### config.mk
export PLATFORM = sky130hd
export DESIGN_NAME = swin_xlat
export DESIGN_NICKNAME = d
export VERILOG_FILES = /design/src/rtl/swin_pkg.sv /design/src/rtl/swin_table.sv /design/src/rtl/swin_cfg.sv /design/src/rtl/swin_access.sv /design/src/rtl/swin_xlat.sv
export SDC_FILE = /design/constraint.sdc
export NUM_CORES = 1
export LEC_CHECK = 0
export CELL_PAD_IN_SITES_DETAIL_PLACEMENT = 1
export CELL_PAD_IN_SITES_GLOBAL_PLACEMENT = 2
export CORE_UTILIZATION = 45
export CTS_BUF_LIST = sky130_fd_sc_hd__clkbuf_2 sky130_fd_sc_hd__clkbuf_4 sky130_fd_sc_hd__clkbuf_8
export DETAILED_ROUTE_END_ITERATION = 16
export DONT_BUFFER_PORTS = 1
export PLACE_DENSITY = 0.84
export SLEW_MARGIN = 10
export SYNTH_ARGS = -nofsm -noshare
export SYNTH_HDL_FRONTEND = slang
export SYNTH_SLANG_ARGS = --single-unit
### constraint.sdc
create_clock -name clk -period 5.5 [get_ports clk]
set_input_delay 1.1 -clock clk [delete_from_list [all_inputs] [get_ports clk]]
set_output_delay 1.1 -clock clk [all_outputs]
set_load 0.05 [all_outputs]
### src/rtl/swin_pkg.sv
package swin_pkg;

  typedef enum logic [2:0] {
    OP_SETBASE = 3'd0,
    OP_XLAT    = 3'd1,
    OP_FID     = 3'd2,
    OP_PORT    = 3'd3,
    OP_UNPORT  = 3'd4,
    OP_PORTFID = 3'd5
  } cfg_op_e;

  localparam int PORT_W       = 2;
  localparam int CTL_PORT_LSB = 0;
  localparam int CTL_USEPORT  = 2;
  localparam int CTL_IMPPORT  = 3;
  localparam int CTL_CONCRETE = 4;
  localparam int CTL_IMPFUNC  = 5;

  localparam int FID_PF_W    = 4;
  localparam int FID_VFVALID = 12;

  typedef struct packed {
    logic [15:0] fid;
    logic [15:0] ctl;
  } ident_t;

  // Function identity as stored: a physical function keeps only its number.
  function automatic logic [15:0] fid_norm(input logic [15:0] f);
    return f[FID_VFVALID] ? f : {{(16-FID_PF_W){1'b0}}, f[FID_PF_W-1:0]};
  endfunction

  // Control word; every identity op keeps the port-impersonate flag set.
  function automatic logic [15:0] ctl_word(input logic use_port,
                                           input logic [PORT_W-1:0] port,
                                           input logic func);
    logic [15:0] c;
    c = '0;
    if (use_port) c[CTL_PORT_LSB +: PORT_W] = port;
    c[CTL_USEPORT]  = use_port;
    c[CTL_IMPPORT]  = 1'b1;
    c[CTL_CONCRETE] = func;
    c[CTL_IMPFUNC]  = func;
    return c;
  endfunction

endpackage

### src/rtl/swin_table.sv
module swin_table
  import swin_pkg::*;
#(
  parameter int NWIN   = 8,
  parameter int BW     = 30,
  parameter int WSEL_W = 3
) (
  input  logic                      clk,
  input  logic                      rst_n,
  input  logic                      inv,
  input  logic                      base_we,
  input  logic [WSEL_W-1:0]         base_win,
  input  logic [BW-1:0]             base_val,
  input  logic                      id_we,
  input  logic [WSEL_W-1:0]         id_win,
  input  ident_t                    id_val,
  output logic [NWIN-1:0][BW-1:0]   base_q,
  output ident_t [NWIN-1:0]         id_q
);

  for (genvar n = 0; n < NWIN; n++) begin : g_ent
    always_ff @(posedge clk or negedge rst_n) begin
      if (!rst_n) begin
        base_q[n] <= '1;
      end else if (inv) begin
        base_q[n] <= '1;
      end else if (base_we && base_win == WSEL_W'(n)) begin
        base_q[n] <= base_val;
      end
    end

    always_ff @(posedge clk or negedge rst_n) begin
      if (!rst_n) begin
        id_q[n] <= '0;
      end else if (id_we && id_win == WSEL_W'(n)) begin
        id_q[n] <= id_val;
      end
    end
  end

endmodule

### src/rtl/swin_cfg.sv
module swin_cfg
  import swin_pkg::*;
#(
  parameter int NWIN      = 8,
  parameter int WIN_BYTES = 4096,
  parameter int IADDR_W   = 32,
  parameter int WSEL_W    = 3,
  parameter int WIN_AW    = 12,
  parameter int TW        = 32,
  localparam int BW       = IADDR_W - 2,
  localparam int AP_AW    = WSEL_W + WIN_AW
) (
  input  logic                     clk,
  input  logic                     rst_n,
  input  logic                     cmd_valid,
  input  logic [2:0]               cmd_op,
  input  logic [WSEL_W-1:0]        cmd_win,
  input  logic [IADDR_W-1:0]       cmd_arg,
  input  logic [PORT_W-1:0]        cmd_port,
  input  logic [NWIN-1:0][BW-1:0]  base_q,
  input  ident_t [NWIN-1:0]        id_q,
  output logic                     base_we,
  output logic [BW-1:0]            base_val,
  output logic                     id_we,
  output ident_t                   id_val,
  output logic                     tbl_wr,
  output logic [WSEL_W-1:0]        tbl_win,
  output logic                     tbl_sel,
  output logic [TW-1:0]            tbl_data,
  output logic                     xl_valid,
  output logic [AP_AW-1:0]         xl_addr
);

  logic [BW-1:0]      cur_base;
  logic [15:0]        cur_fid;
  logic [IADDR_W-1:0] cur_bytes;
  logic [IADDR_W-1:0] delta;
  logic               win_ok;
  logic               in_rng;
  logic               xl_hit;
  logic [WIN_AW-1:0]  xl_off;

  assign cur_base  = base_q[cmd_win];
  assign cur_fid   = id_q[cmd_win].fid;
  assign cur_bytes = {cur_base, 2'b00};
  assign delta     = cmd_arg - cur_bytes;
  assign win_ok    = (cur_base != '1);
  assign in_rng    = win_ok && (cmd_arg >= cur_bytes) &&
                     (delta < IADDR_W'(WIN_BYTES));
  assign base_val  = cmd_arg[IADDR_W-1:2];

  always_comb begin
    base_we = 1'b0;
    id_we   = 1'b0;
    id_val  = '{fid: cur_fid, ctl: 16'h0};
    xl_hit  = 1'b0;
    xl_off  = '0;
    if (cmd_valid) begin
      case (cfg_op_e'(cmd_op))
        OP_SETBASE: base_we = !win_ok || (base_val != cur_base);
        OP_XLAT: begin
          xl_hit = 1'b1;
          if (in_rng) xl_off = delta[WIN_AW-1:0];
          else        base_we = !win_ok || (base_val != cur_base);
        end
        OP_FID: begin
          id_we  = 1'b1;
          id_val = '{fid: fid_norm(cmd_arg[15:0]), ctl: ctl_word(1'b0, '0, 1'b1)};
        end
        OP_PORT: begin
          id_we  = 1'b1;
          id_val = '{fid: cur_fid, ctl: ctl_word(1'b1, cmd_port, 1'b0)};
        end
        OP_UNPORT: begin
          id_we  = 1'b1;
          id_val = '{fid: cur_fid, ctl: ctl_word(1'b0, '0, 1'b0)};
        end
        OP_PORTFID: begin
          id_we  = 1'b1;
          id_val = '{fid: fid_norm(cmd_arg[15:0]), ctl: ctl_word(1'b1, cmd_port, 1'b1)};
        end
        default: ;
      endcase
    end
  end

  always_ff @(posedge clk or negedge rst_n) begin
    if (!rst_n) begin
      tbl_wr   <= 1'b0;
      tbl_win  <= '0;
      tbl_sel  <= 1'b0;
      tbl_data <= '0;
      xl_valid <= 1'b0;
      xl_addr  <= '0;
    end else begin
      tbl_wr   <= base_we || id_we;
      tbl_win  <= cmd_win;
      tbl_sel  <= id_we;
      tbl_data <= id_we ? TW'(id_val) : TW'(base_val);
      xl_valid <= xl_hit;
      xl_addr  <= {cmd_win, xl_off};
    end
  end

endmodule

### src/rtl/swin_access.sv
module swin_access
  import swin_pkg::*;
#(
  parameter int NWIN    = 8,
  parameter int IADDR_W = 32,
  parameter int DW      = 32,
  parameter int WSEL_W  = 3,
  parameter int WIN_AW  = 12,
  localparam int BW     = IADDR_W - 2,
  localparam int AP_AW  = WSEL_W + WIN_AW
) (
  input  logic                     clk,
  input  logic                     rst_n,
  input  logic [NWIN-1:0][BW-1:0]  base_q,
  input  ident_t [NWIN-1:0]        id_q,
  input  logic                     h_req_valid,
  output logic                     h_req_ready,
  input  logic [AP_AW-1:0]         h_req_addr,
  input  logic                     h_req_we,
  input  logic [DW-1:0]            h_req_wdata,
  output logic                     h_rsp_valid,
  input  logic                     h_rsp_ready,
  output logic                     h_rsp_err,
  output logic [DW-1:0]            h_rsp_rdata,
  output logic                     i_req_valid,
  input  logic                     i_req_ready,
  output logic [IADDR_W-1:0]       i_req_addr,
  output logic                     i_req_we,
  output logic [DW-1:0]            i_req_wdata,
  output logic [15:0]              i_req_ctl,
  output logic [15:0]              i_req_fid,
  input  logic                     i_rsp_valid,
  output logic                     i_rsp_ready,
  input  logic [DW-1:0]            i_rsp_rdata
);

  typedef enum logic [1:0] {S_IDLE, S_ISSUE, S_WAIT, S_RESP} st_e;
  st_e st;

  logic [WSEL_W-1:0] wsel;
  logic [WIN_AW-1:0] woff;
  logic [BW-1:0]     sel_base;
  logic              sel_in_pool;
  logic              sel_ok;

  assign wsel     = h_req_addr[AP_AW-1:WIN_AW];
  assign woff     = h_req_addr[WIN_AW-1:0];
  assign sel_base = base_q[wsel];

  if (NWIN == (1 << WSEL_W)) begin : g_full
    assign sel_in_pool = 1'b1;
  end else begin : g_part
    assign sel_in_pool = (wsel < WSEL_W'(NWIN));
  end

  assign sel_ok      = sel_in_pool && (sel_base != '1);
  assign h_req_ready = (st == S_IDLE);
  assign i_req_valid = (st == S_ISSUE);
  assign i_rsp_ready = (st == S_WAIT);
  assign h_rsp_valid = (st == S_RESP);

  always_ff @(posedge clk or negedge rst_n) begin
    if (!rst_n) begin
      st          <= S_IDLE;
      i_req_addr  <= '0;
      i_req_we    <= 1'b0;
      i_req_wdata <= '0;
      i_req_ctl   <= '0;
      i_req_fid   <= '0;
      h_rsp_err   <= 1'b0;
      h_rsp_rdata <= '0;
    end else begin
      case (st)
        S_IDLE: if (h_req_valid) begin
          if (sel_ok) begin
            i_req_addr  <= {sel_base, 2'b00} + IADDR_W'(woff);
            i_req_we    <= h_req_we;
            i_req_wdata <= h_req_wdata;
            i_req_ctl   <= id_q[wsel].ctl;
            i_req_fid   <= id_q[wsel].fid;
            st          <= S_ISSUE;
          end else begin
            h_rsp_err   <= 1'b1;
            h_rsp_rdata <= '0;
            st          <= S_RESP;
          end
        end
        S_ISSUE: if (i_req_ready) st <= S_WAIT;
        S_WAIT: if (i_rsp_valid) begin
          h_rsp_err   <= 1'b0;
          h_rsp_rdata <= i_rsp_rdata;
          st          <= S_RESP;
        end
        S_RESP: if (h_rsp_ready) st <= S_IDLE;
        default: st <= S_IDLE;
      endcase
    end
  end

endmodule

### src/rtl/swin_xlat.sv
module swin_xlat
  import swin_pkg::*;
#(
  parameter int NWIN      = 8,
  parameter int WIN_BYTES = 4096,
  parameter int IADDR_W   = 32,
  parameter int DW        = 32,
  localparam int WSEL_W   = (NWIN > 1) ? $clog2(NWIN) : 1,
  localparam int WIN_AW   = $clog2(WIN_BYTES),
  localparam int AP_AW    = WSEL_W + WIN_AW,
  localparam int TW       = (IADDR_W > 34) ? IADDR_W - 2 : 32
) (
  input  logic                 clk,
  input  logic                 rst_n,
  input  logic                 inv_i,
  input  logic                 cfg_valid_i,
  input  logic [2:0]           cfg_op_i,
  input  logic [WSEL_W-1:0]    cfg_win_i,
  input  logic [IADDR_W-1:0]   cfg_arg_i,
  input  logic [1:0]           cfg_port_i,
  output logic                 tbl_wr_o,
  output logic [WSEL_W-1:0]    tbl_wr_win_o,
  output logic                 tbl_wr_sel_o,
  output logic [TW-1:0]        tbl_wr_data_o,
  output logic                 xlat_valid_o,
  output logic [AP_AW-1:0]     xlat_addr_o,
  input  logic                 h_req_valid_i,
  output logic                 h_req_ready_o,
  input  logic [AP_AW-1:0]     h_req_addr_i,
  input  logic                 h_req_we_i,
  input  logic [DW-1:0]        h_req_wdata_i,
  output logic                 h_rsp_valid_o,
  input  logic                 h_rsp_ready_i,
  output logic                 h_rsp_err_o,
  output logic [DW-1:0]        h_rsp_rdata_o,
  output logic                 i_req_valid_o,
  input  logic                 i_req_ready_i,
  output logic [IADDR_W-1:0]   i_req_addr_o,
  output logic                 i_req_we_o,
  output logic [DW-1:0]        i_req_wdata_o,
  output logic [15:0]          i_req_ctl_o,
  output logic [15:0]          i_req_fid_o,
  input  logic                 i_rsp_valid_i,
  output logic                 i_rsp_ready_o,
  input  logic [DW-1:0]        i_rsp_rdata_i
);

  localparam int BW = IADDR_W - 2;

  logic [NWIN-1:0][BW-1:0] base_q;
  ident_t [NWIN-1:0]       id_q;
  logic                    base_we;
  logic [BW-1:0]           base_val;
  logic                    id_we;
  ident_t                  id_val;
  logic                    cmd_valid;

  // Invalidate wins: a command in the same cycle is discarded.
  assign cmd_valid = cfg_valid_i && !inv_i;

  swin_table #(.NWIN(NWIN), .BW(BW), .WSEL_W(WSEL_W)) u_table (
    .clk      (clk),
    .rst_n    (rst_n),
    .inv      (inv_i),
    .base_we  (base_we),
    .base_win (cfg_win_i),
    .base_val (base_val),
    .id_we    (id_we),
    .id_win   (cfg_win_i),
    .id_val   (id_val),
    .base_q   (base_q),
    .id_q     (id_q)
  );

  swin_cfg #(
    .NWIN(NWIN), .WIN_BYTES(WIN_BYTES), .IADDR_W(IADDR_W),
    .WSEL_W(WSEL_W), .WIN_AW(WIN_AW), .TW(TW)
  ) u_cfg (
    .clk       (clk),
    .rst_n     (rst_n),
    .cmd_valid (cmd_valid),
    .cmd_op    (cfg_op_i),
    .cmd_win   (cfg_win_i),
    .cmd_arg   (cfg_arg_i),
    .cmd_port  (cfg_port_i),
    .base_q    (base_q),
    .id_q      (id_q),
    .base_we   (base_we),
    .base_val  (base_val),
    .id_we     (id_we),
    .id_val    (id_val),
    .tbl_wr    (tbl_wr_o),
    .tbl_win   (tbl_wr_win_o),
    .tbl_sel   (tbl_wr_sel_o),
    .tbl_data  (tbl_wr_data_o),
    .xl_valid  (xlat_valid_o),
    .xl_addr   (xlat_addr_o)
  );

  swin_access #(
    .NWIN(NWIN), .IADDR_W(IADDR_W), .DW(DW),
    .WSEL_W(WSEL_W), .WIN_AW(WIN_AW)
  ) u_access (
    .clk         (clk),
    .rst_n       (rst_n),
    .base_q      (base_q),
    .id_q        (id_q),
    .h_req_valid (h_req_valid_i),
    .h_req_ready (h_req_ready_o),
    .h_req_addr  (h_req_addr_i),
    .h_req_we    (h_req_we_i),
    .h_req_wdata (h_req_wdata_i),
    .h_rsp_valid (h_rsp_valid_o),
    .h_rsp_ready (h_rsp_ready_i),
    .h_rsp_err   (h_rsp_err_o),
    .h_rsp_rdata (h_rsp_rdata_o),
    .i_req_valid (i_req_valid_o),
    .i_req_ready (i_req_ready_i),
    .i_req_addr  (i_req_addr_o),
    .i_req_we    (i_req_we_o),
    .i_req_wdata (i_req_wdata_o),
    .i_req_ctl   (i_req_ctl_o),
    .i_req_fid   (i_req_fid_o),
    .i_rsp_valid (i_rsp_valid_i),
    .i_rsp_ready (i_rsp_ready_o),
    .i_rsp_rdata (i_rsp_rdata_i)
  );

endmodule

# ---- Word level (Yosys, flattened, before mapping)
# Cells that the tools add are included.
dict set report classes {
  n_mux 52
  n_reduce_logical 39
  add_sub_neg 2
  order_cmp 4
  eq_ne 23
}
# op n
set op_table {}
lappend op_table {{two-way mux 30 bit} 18}
lappend op_table {{two-way mux 32 bit} 7}
lappend op_table {{binary-select mux 32 bit (select 3 bit)} 2}
lappend op_table {{binary-select mux 30 bit (select 3 bit)} 2}
lappend op_table {{one-hot mux 32 bit (4 select lines)} 1}
lappend op_table {{one-hot mux 32 bit (2 select lines)} 1}
lappend op_table {{inequality test 30 bit (second input constant)} 2}
lappend op_table {{two-way mux 12 bit} 3}
lappend op_table {{adder 32 x 12 -> 32 bit} 1}
lappend op_table {{greater-or-equal comparator 32 bit} 1}
lappend op_table {{less-than comparator 32 x 13 -> 1 bit (second input constant)} 1}
lappend op_table {{subtractor 32 bit} 1}
lappend op_table {{inequality test 30 bit} 1}
lappend op_table {{logical AND 1 bit} 19}
lappend op_table {{equality test 3 bit (second input constant)} 6}
lappend op_table {{nonzero test 2 bit} 9}
lappend op_table {{two-way mux 16 bit} 1}
lappend op_table {{equality test 3 x 2 -> 1 bit (second input constant)} 4}
lappend op_table {{two-way mux 2 bit} 5}
lappend op_table {{two-way mux 1 bit} 9}
lappend op_table {{less-than comparator 3 x 4 -> 1 bit (second input constant)} 2}
lappend op_table {{one-hot mux 2 bit (4 select lines)} 1}
lappend op_table {{AND reduction 4 bit} 2}
lappend op_table {{equality test 3 x 1 -> 1 bit (second input constant)} 2}
lappend op_table {{other kinds (11)} 19}
dict set report totals {
  register_bits 681
  output_inout_bits 187
  input_bits 128
  word_cells 158
}

# ---- Logic depth before layout (Yosys ltp)
# Gate-level depths: netlist of the first run.
dict set report depth {
  ltp_word 11
  ltp_mapped 21
  mapped_depth_nobuf 16
}

# ---- By module
# A second synthesis of the first run with hierarchy kept.
dict set report unflattened {
  cells_unflattened 2855
  area_unflattened_um2 36656.4
}
# mod instances seq_area_each_um2 area_per_inst_um2 cells_each
set modules_own_cells {}
lappend modules_own_cells {swin_table 1 12712.2 19633.8 1371}
lappend modules_own_cells {swin_access 1 3303.2 9744.3 758}
lappend modules_own_cells {swin_cfg 1 1251.2 7264.5 725}
lappend modules_own_cells {swin_xlat 1 0.0 13.8 1}

# ---- Least setup slack after synthesis of the first run
# Ideal clock, no wire load.
dict set report synth_timing {
  path_kind {input to register}
  start {input port h_req_addr_i[12]}
  end {register u_access.i_req_addr[31]}
  path_buffers 5
  setup_time_ns 0.083
  t_arrival_ns 5.821
  path_slack_ns -0.404
  cell_stages 20
  required_ns 5.417
  path_cell_list {buf_6 buf_6 buf_4 buf_2 buf_4 mux4_2 mux2i_1 inv_1 ha_1 a21o_1 a21oi_1 nand2b_1 a21oi_1 o41a_1 and4_1 a2111oi_1 nor2_1 and2_1 xor2_1 o21ai_0}
}
dict set report synth_between {
  elab_chain_cells 4
  word_cells_on_any_way 5
  classes_between {add/sub (1); eq/ne (1); mux (2); reduce/logical (1)}
}
# item line_no
set synth_rtl {}
lappend synth_rtl {{start: declaration} swin_xlat.sv:29} ;# input logic [AP_AW-1:0] h_req_addr_i,
lappend synth_rtl {{binary-select mux 30 bit (select 3 bit) (*)} swin_access.sv:48} ;# assign sel_base = base_q[wsel];
lappend synth_rtl {{two-way mux 30 bit (implied by the code) (*)} swin_access.sv:48}
lappend synth_rtl {{parallel branches: the longest is 2 deep, another holds adder 32 x 12 -> 32 bit} --}
lappend synth_rtl {{end signal: assignment} swin_access.sv:76} ;# i_req_addr <= {sel_base, 2'b00} + IADDR_W'(woff);
lappend synth_rtl {{end: declaration} swin_access.sv:27} ;# output logic [IADDR_W-1:0] i_req_addr,
# Every way passes the cells marked *. The select of a mux whose other input is x is not followed.
# A chain may end at the register's enable or synchronous reset.

# ---- Worst setup path in the final report of the first run
dict set report layout_timing {
  start {input port cfg_win_i[0]}
  end {register u_table.base_q[176] (netlist bit)}
}
dict set report layout_between {
  elab_chain_cells 10
  word_cells_on_any_way 17
  classes_between {add/sub (1); order compare (2); eq/ne (3); mux (5); reduce/logical (6)}
}
# item line_no
set layout_rtl {}
lappend layout_rtl {{start: declaration} swin_xlat.sv:18} ;# input logic [WSEL_W-1:0] cfg_win_i,
lappend layout_rtl {{binary-select mux 30 bit (select 3 bit)} swin_cfg.sv:43} ;# assign cur_base = base_q[cmd_win];
lappend layout_rtl {{two-way mux 30 bit (implied by the code)} swin_cfg.sv:43}
lappend layout_rtl {{subtractor 32 bit, or another cell as far along} swin_cfg.sv:46} ;# assign delta = cmd_arg - cur_bytes;
lappend layout_rtl {{less-than comparator 32 x 13 -> 1 bit, or another cell as far along} swin_cfg.sv:49} ;# (delta < IADDR_W'(WIN_BYTES));
lappend layout_rtl {{logical AND 1 bit / logical OR 1 bit (equally long branches)} {swin_cfg.sv:48, swin_cfg.sv:60, swin_cfg.sv:64}}
lappend layout_rtl {{two-way mux 1 bit} swin_cfg.sv:63} ;# if (in_rng) xl_off = delta[WIN_AW-1:0];
lappend layout_rtl {{one-hot mux 1 bit (2 select lines)} swin_cfg.sv:59} ;# case (cfg_op_e'(cmd_op))
lappend layout_rtl {{two-way mux 1 bit} swin_cfg.sv:58} ;# if (cmd_valid) begin
lappend layout_rtl {{logical AND 1 bit (*)} swin_table.sv:27} ;# end else if (base_we && base_win == WSEL_W'(n)) begin
lappend layout_rtl {{nonzero test 2 bit (no line) (*)} --}
lappend layout_rtl {{end signal: indexed assignment} swin_table.sv:28} ;# base_q[n] <= base_val;
lappend layout_rtl {{end: declaration} swin_table.sv:17} ;# output logic [NWIN-1:0][BW-1:0] base_q,
# Every way passes the cells marked *; elsewhere a longest branch is shown, timed or not. The select of a mux whose other input is x is not followed.

==> results of run 1 <==
## final cells by class
type / instances / area, um2
Sequential cell: 579 / 14800
Fill cell: 7128 / 33900
Inverter: 24 / 90.1
Clock buffer: 171 / 2130
Multi-Input combinational cell: 1878 / 15400
Tap cell: 931 / 1160
Timing Repair Buffer: 95 / 876
Antenna cell: 11 / 27.5
Clock inverter: 14 / 134
## registers in the layout (all words and copies together) (netlist names)
register              flops
u_cfg.xl_addr            12
u_cfg.tbl_sel             1
u_access.i_req_addr      32
u_cfg.xl_valid            1
u_access.st               2
u_access.i_req_wdata     32
u_cfg.tbl_data           32
u_access.i_req_we         1
u_table.id_q            168
u_table.base_q          240
u_access.i_req_fid       16
u_cfg.tbl_wr              1
u_access.i_req_ctl        5
u_access.h_rsp_err        1
u_cfg.tbl_win             3
u_access.h_rsp_rdata     32
## per-layer routing
metal / up-vias / GRT usage (%)
met1: 11900 / 38.4
met4: 4 / 11.8
li1: 9696 / -
met5: - / 0
met2: 891 / 48.5
met3: 241 / 6.82
## power by group through the flow
stage | Combinational [mW] | Sequential, mW | Clock (mW)
after floorplan | 1.47 | 6.83 | 0
after global placement | 1.57 | 6.98 | 0
after detailed placement | 1.65 | 7.04 | 0
after CTS | 1.67 | 6.97 | 4.45
after global routing | 1.81 | 7.05 | 4.63
final | 1.65 | 6.97 | 4.37
## cell families (layout without fill, tap and decap cells)
| group | count (synthesis) | in the layout |
|---|---|---|
| DFF | 579 | 579 |
| muxes | 566 | 566 |
| AOI/OAI and AO/OA | 406 | 406 |
| and+or+nand+nor | 791 | 791 |
| other | 1 | 21 |
| buffers and inverters | 222 | 304 |
| adders and majority gates | 59 | 59 |
| xor gates and xnor gates | 46 | 46 |
## Yosys cell counts (11+ instances only)
library cell	instances	share of area, %
nand4_1	27	0.54
nand2_1	252	3.0
inv_1	23	0.28
or2_2	13	0.26
mux2_2	14	0.51
nor2_1	378	4.5
ha_1	57	2.3
mux4_2	187	14
nand3_1	11	0.18
o21ai_1	40	0.64
buf_1	20	0.24
nand2b_1	12	0.24
a21o_1	13	0.31
mux2i_1	328	11
clkbuf_1	100	1.2
dfrtp_1	339	27
and2_1	22	0.44
buf_2	45	0.72
o21a_1	20	0.48
a21oi_1	87	1.4
o21ai_0	67	1.1
xnor2_1	20	0.56
dfstp_2	240	20
xor2_1	26	0.73
buf_4	22	0.53
mux2_1	36	1.3
o22a_1	72	2.0
a22o_1	34	0.95
nor3_1	26	0.42
## per-stage QoR
stage	hold WS (ps)	power (mW)	instance area [um2]
after CTS	46.2	13.1	34600
after global routing	53.2	13.5	34700
after detailed placement	457	8.69	32400
after global placement	447	8.55	32400
final	103	13.0	34700
after floorplan	434	8.30	31300
## critical path: stages
cell and delay, ps:
mux4_2 600, mux2i_1 180, buf_4 170, ha_1 280, a21o_1 220, buf_4 130
a21oi_1 290, a21oi_1 170, o21ai_0 460, xnor2_1 130, a2111oi_0 410, nand4_1 130
nor3_1 310, o2111ai_1 170, buf_4 220, nand2_2 150, buf_12 220, mux2i_1 270
## placed cells by master (no fill, tap or decap), types with 57 or more instances in the layout
master | synthesis | layout
a21oi_1 | 87 | 87
buf_4 | 22 | 82
clkbuf_8 | 0 | 136
dfrtp_1 | 339 | 339
dfstp_2 | 240 | 240
ha_1 | 57 | 57
mux2i_1 | 328 | 328
mux4_2 | 187 | 187
nand2_1 | 252 | 244
nor2_1 | 378 | 370
o21ai_0 | 67 | 67
o22a_1 | 72 | 72
## worst paths after layout
| check | from | endpoint | cells after the start |
|---|---|---|---|
| min in group clk | cfg_win_i[0] | u_cfg.tbl_win[0] | 0 |
| max in group asynchronous | rst_n | u_table.id_q[90] | 0 |
| min | rst_n | u_access.i_req_wdata[28] | 0 |
| max reg2reg | u_table.base_q[11] | u_table.base_q[176] | 16 |
| min reg2reg | u_table.id_q[195] | u_table.id_q[195] | 1 |
| max | cfg_win_i[0] | u_table.base_q[176] | 18 |
==> run metrics, run 1 <==
Slew Viols, Final=154; vias in the first global route=24.5k; worst clock skew=30.5 ps; pre-CTS WS=-193 ps; startpoint types=primary input; Post-Synth XOR/XNOR Area=1.29%; FFs w/ async S/R, synth=100%; Reg clk slew, reported paths=60 ps; area delta synth->final=11.1%; vias per inst=6.14; Root Buffer=clkbuf_8; Mean Syn Cell Area=11.7 um2; Port Buf Inserts=0; Worst-Skew Late Latency=720 ps; Worst Slack Setup Final=380 ps; minimum clock period after layout=5120 ps; hpwl dp=68.1 mm; Worst Path Max Fanout=102; CP Data Arrival Time=5730 ps; failing checks=max-slew violations; NetSw=4.73 mW; DRC violations left=0; metal2 WL=49.7 mm; Lkg Pwr=15.8 nW; Final ANT Viol Nets=0; sequential power share=53.6%; Die Width=265 um; Final Hold Fails=0; Non-Filler Instances=3,703; sequential area share after synthesis=47.4%; number of synthesized flops with an enable pin=0; critical path data required time=6110 ps; warnings from Yosys=0; die area=70,400 um2; compound-gate portion of the synthesized area=8.82%; Pint=8.27 mW; worst-margin pin slew=1800 ps; Pre-Repair DR Iteration Count=5; met3 routed WL=7.74 mm; FF+latch count, synth=579; # setup viols final=0; Detailed Route Iter0 Violations=1,551; post-synthesis mux area share=25.9%; post-cts gate resize count=0; RSZ-0062 raised after global routing=false; synthesized area=31,200 um2; Worst setup EP type=flip-flop; Cells after DPL=3,507; Post-Route WL=104 mm; FP Rows=96; maximum root-to-sink buffer count=3; post-CTS setup buffers=0; VDD IR max=0.221 mV; fraction of layout cells with a size suffix above 1=28.2%; initial antenna violation count=11; Post-CTS Hold Buffers=0; R2R setup slack=520 ps; Syn Inst Count=2,670; DR top layer=met5; setup TNS=0 ps; largest net degree at the start of global routing=580; count of unique library cells instantiated by Yosys=72; wl on met1=42.7 mm; Final nets=2,865; Sw Ratio=36.4%; Fmax=195 MHz; CTS tree=built; fin util=50.5%; combinational share of power=12.7%; Initial Utilization=45.5%; TritonCTS Buffers=100; Hold WC Path Type=primary input to async pin; H-Tree Depth=3; total number of vias=22.7k; PD cells=375 nW/um2; max cap viols=0; WL per Instance=28.1 um; global-route wire length before repair=157 mm; Synth Area in Adders=2.41%; Final period util=93.1%; Overall Global Routing Usage=29.8%; largest family of logic cells by synthesized area=multiplexers; RD Place Congestion=0.848; grt ovf=0; status=complete, but fails checks; Ports=315; core region area=68,600 um2; predominant post-synthesis flop cell=dfrtp_1; simple-gate share of the synthesized area=10.7%; relative slew slack=-20.1%; crit path kind=primary input to flip-flop; CTS sink cnt=579; clock share of power=33.7%; Die Height=265 um
(Power assumes the default switching activity.)
==> inputs of run 2 (changes only) <==
CORE_UTILIZATION = 47   (was 45)
PLACE_DENSITY = 0.85   (was 0.84)
SYNTH_HIERARCHICAL = 1   (was default)
==> run 2 against run 1 <==
The run still ends with max-slew violations left. Via count is 6.3% higher. Clock skew up 23 ps. Power up 11%. Combinational power increased by 5%. Register-to-register slack worse by 70 ps. Critical path depth down 2. Area after synthesis grew 18%. Clock power increased by 16%. Final cell count up 7.7%. Die area rose by 12%. Synthesized cell count rose by 6.9%. Flip-flop and latch count rose by 99. Largest cell class unchanged.
==> run metrics, run 2 <==
Final ANT Viol Nets=0 (unchanged); Die Height=281 um (+6.0%); critical path data required time=6180 ps (+70 ps); vias in the first global route=26.8k (+9.4%); Non-Filler Instances=3,988 (+7.7%); CP Data Arrival Time=5880 ps (+150 ps); Worst Path Max Fanout=90 (-12%); top cells by count, synth=dfrtp_1 (438), mux2i_1 (336), nor2_1 (328), mux2_2 (256), dfstp_2 (240); largest registers=u_table/id_q (256), u_table/base_q (240); FP Rows=102 (+6.3%); failing checks=max-slew violations; max cap viols=0 (unchanged); # setup viols final=0 (unchanged); status=complete, but fails checks; PD cells=356 nW/um2 (-5.0%); H-Tree Depth=3 (unchanged); flip-flop count of the largest register after layout=256 (+6.7%); Port Buf Inserts=0 (unchanged); post-CTS setup buffers=0 (unchanged); crit path kind=primary input to flip-flop; commonest non-fill, non-tap cells in the layout=dfrtp_1 (438), mux2i_1 (336), nor2_1 (328); largest net degree at the start of global routing=679 (+17%); number of synthesized flops with an enable pin=0 (unchanged); CTS tree=built; VDD IR max=0.180 mV (-19%); worst clock skew=53.1 ps (+22.6 ps); Cells after DPL=3,769 (+7.5%); count of unique library cells instantiated by Yosys=87 (+21%); Sw Ratio=34.7% (-1.7 points); Tot Pwr=14.4 mW (+11%); Fmax=192 MHz (-1.5%); most common cell after layout, fill and taps aside=dfrtp_1; grt ovf=0 (unchanged); Detailed Route Iter0 Violations=1,835 (+18%); Pint=9.41 mW (+14%); initial antenna violation count=2 (-9); minimum clock period after layout=5200 ps (+76.2 ps); NetSw=5.00 mW (+5.7%); maximum root-to-sink buffer count=3 (unchanged); FFs w/ async S/R, synth=100% (unchanged); relative slew slack=-121% (-100 points); combinational share of power=12.0% (-0.7 points); Worst-Skew Late Latency=770 ps (+50 ps); Mean Syn Cell Area=12.8 um2 (+9.9%); warnings from Yosys=6 (+6); Syn Inst Count=2,855 (+6.9%); Final Hold Fails=0 (unchanged); sequential power share=52.6% (-1.0 points); Largest Register=u_table/id_q; Pre-Repair DR Iteration Count=5 (unchanged); clock share of power=35.3% (+1.6 points); post-cts gate resize count=0 (unchanged); Initial Utilization=47.4% (+1.9 points); fraction of layout cells with a size suffix above 1=37.9% (+9.7 points); RSZ-0062 raised after global routing=false; Root Buffer=clkbuf_8; Slew Viols, Final=584 (+280%); global-route wire length before repair=168 mm (+7.0%); count leader, synth=dfrtp_1; Final period util=94.5% (+1.4 points); startpoint types=primary input; DRC violations left=0 (unchanged); core region area=77,300 um2 (+13%); Reg clk slew, reported paths=70 ps (about the same); predominant post-synthesis flop cell=dfrtp_1; die area=79,100 um2 (+12%); TritonCTS Buffers=115 (+15%); post-synth top area share=29.9% (+2.7 points); Worst setup EP type=flip-flop; Ports=315 (unchanged); hpwl dp=72.1 mm (+5.8%); Overall Global Routing Usage=28.1% (-1.6 points); Yosys top cell by area=dfrtp_1; RD Place Congestion=0.916 (+8.0%); Final nets=3,034 (+5.9%); FF+latch count, synth=678 (+17%); CTS sink cnt=678 (+17%); vias per inst=6.06 (-1.3%); R2R setup slack=450 ps (-70 ps); total number of vias=24.2k (+6.3%); Hold WC Path Type=primary input to async pin; Die Width=281 um (+6.0%); synthesized area=36,700 um2 (+18%); area delta synth->final=10.4%; worst-margin pin slew=3320 ps (+1510 ps); sequential area share after synthesis=47.1% (-0.31 points); Post-CTS Hold Buffers=1 (+1); Lkg Pwr=18.8 nW (+19%); WL per Instance=27.7 um (-1.6%); Synth area leaders=dfrtp_1 (30%), dfstp_2 (17%), mux4_2 (13%); Post-Route WL=110 mm (+6.0%)
## run 2: cell families (layout without fill, tap and decap cells)
kind of cell / Yosys count / after routing / synth area share [%]
XOR/XNOR: 46 / 46 / 1.10
adder cells (fa/ha/maj): 59 / 59 / 2.05
AND/OR/NAND/NOR: 642 / 642 / 8.21
other: 1 / 13 / 0.0102
flip-flops: 678 / 678 / 47.1
AO/OA/AOI/OAI: 297 / 297 / 5.15
buffers and inverters: 271 / 352 / 4.01
multiplexers: 861 / 861 / 32.4
## run 2: layer usage
| metal | share of wire, % | global-route usage (%) |
|---|---|---|
| met2 | 51 | 48.1 |
| met4 | 4.1 | 11.7 |
| met5 | 0 | 0 |
| met3 | 4.2 | 4.70 |
| met1 | 40 | 35.2 |
## run 2: area by class of cell
type	count	area [um2]
Inverter	27	101
Timing Repair Buffer	110	1080
Sequential cell	678	17300
Multi-Input combinational cell	1915	18100
Clock buffer	199	2430
Clock inverter	16	203
Antenna cell	3	7.51
Fill cell	7736	36900
Tap cell	1040	1300
## run 2: path summary, 6_finish.rpt
path,startpoint,endpoint,cells past startpoint
max in group asynchronous,rst_n,u_access/i_req_addr[30],0
setup / recovery,cfg_win_i[1],u_table/base_q[21],16
setup reg to reg,u_table/base_q[180],u_table/base_q[21],16
min in group clk,cfg_win_i[1],u_cfg/xl_addr[13],0
hold / removal,rst_n,u_table/id_q[161],0
hold reg to reg,u_table/id_q[72],u_table/id_q[72],1
## run 2: power by group through the flow
stage / Clock, mW / Combinational, mW / Sequential (mW)
after global placement: 0 / 1.62 / 7.62
after global routing: 5.41 / 1.88 / 7.65
after CTS: 5.21 / 1.73 / 7.59
final: 5.09 / 1.74 / 7.58
after detailed placement: 0 / 1.71 / 7.68
after floorplan: 0 / 1.55 / 7.46
## run 2: stage by stage
stage	util [%]	instance area (um2)	TNS, ps	hold slack (ps)	worst slack [ps]
floorplan	-	36700	0	452	11.0
global placement	48.9	37800	-7860	461	-178
detailed placement	48.9	37800	-25270	469	-326
CTS	52.3	40400	0	16.5	474
global route	52.3	40500	0	-0.941	172
finish	52.3	40500	0	65.4	304
## run 2: worst max-delay path: stages
cell	delay, ps
mux4_2	560
mux2_2	280
ha_1	220
fa_1	410
nand2b_1	180
a21oi_1	200
a21oi_1	190
o31ai_2	460
a31oi_1	180
xnor2_1	230
nor4_2	90
nand4b_4	80
and3_1	400
or4b_2	690
buf_4	250
mux2i_1	220
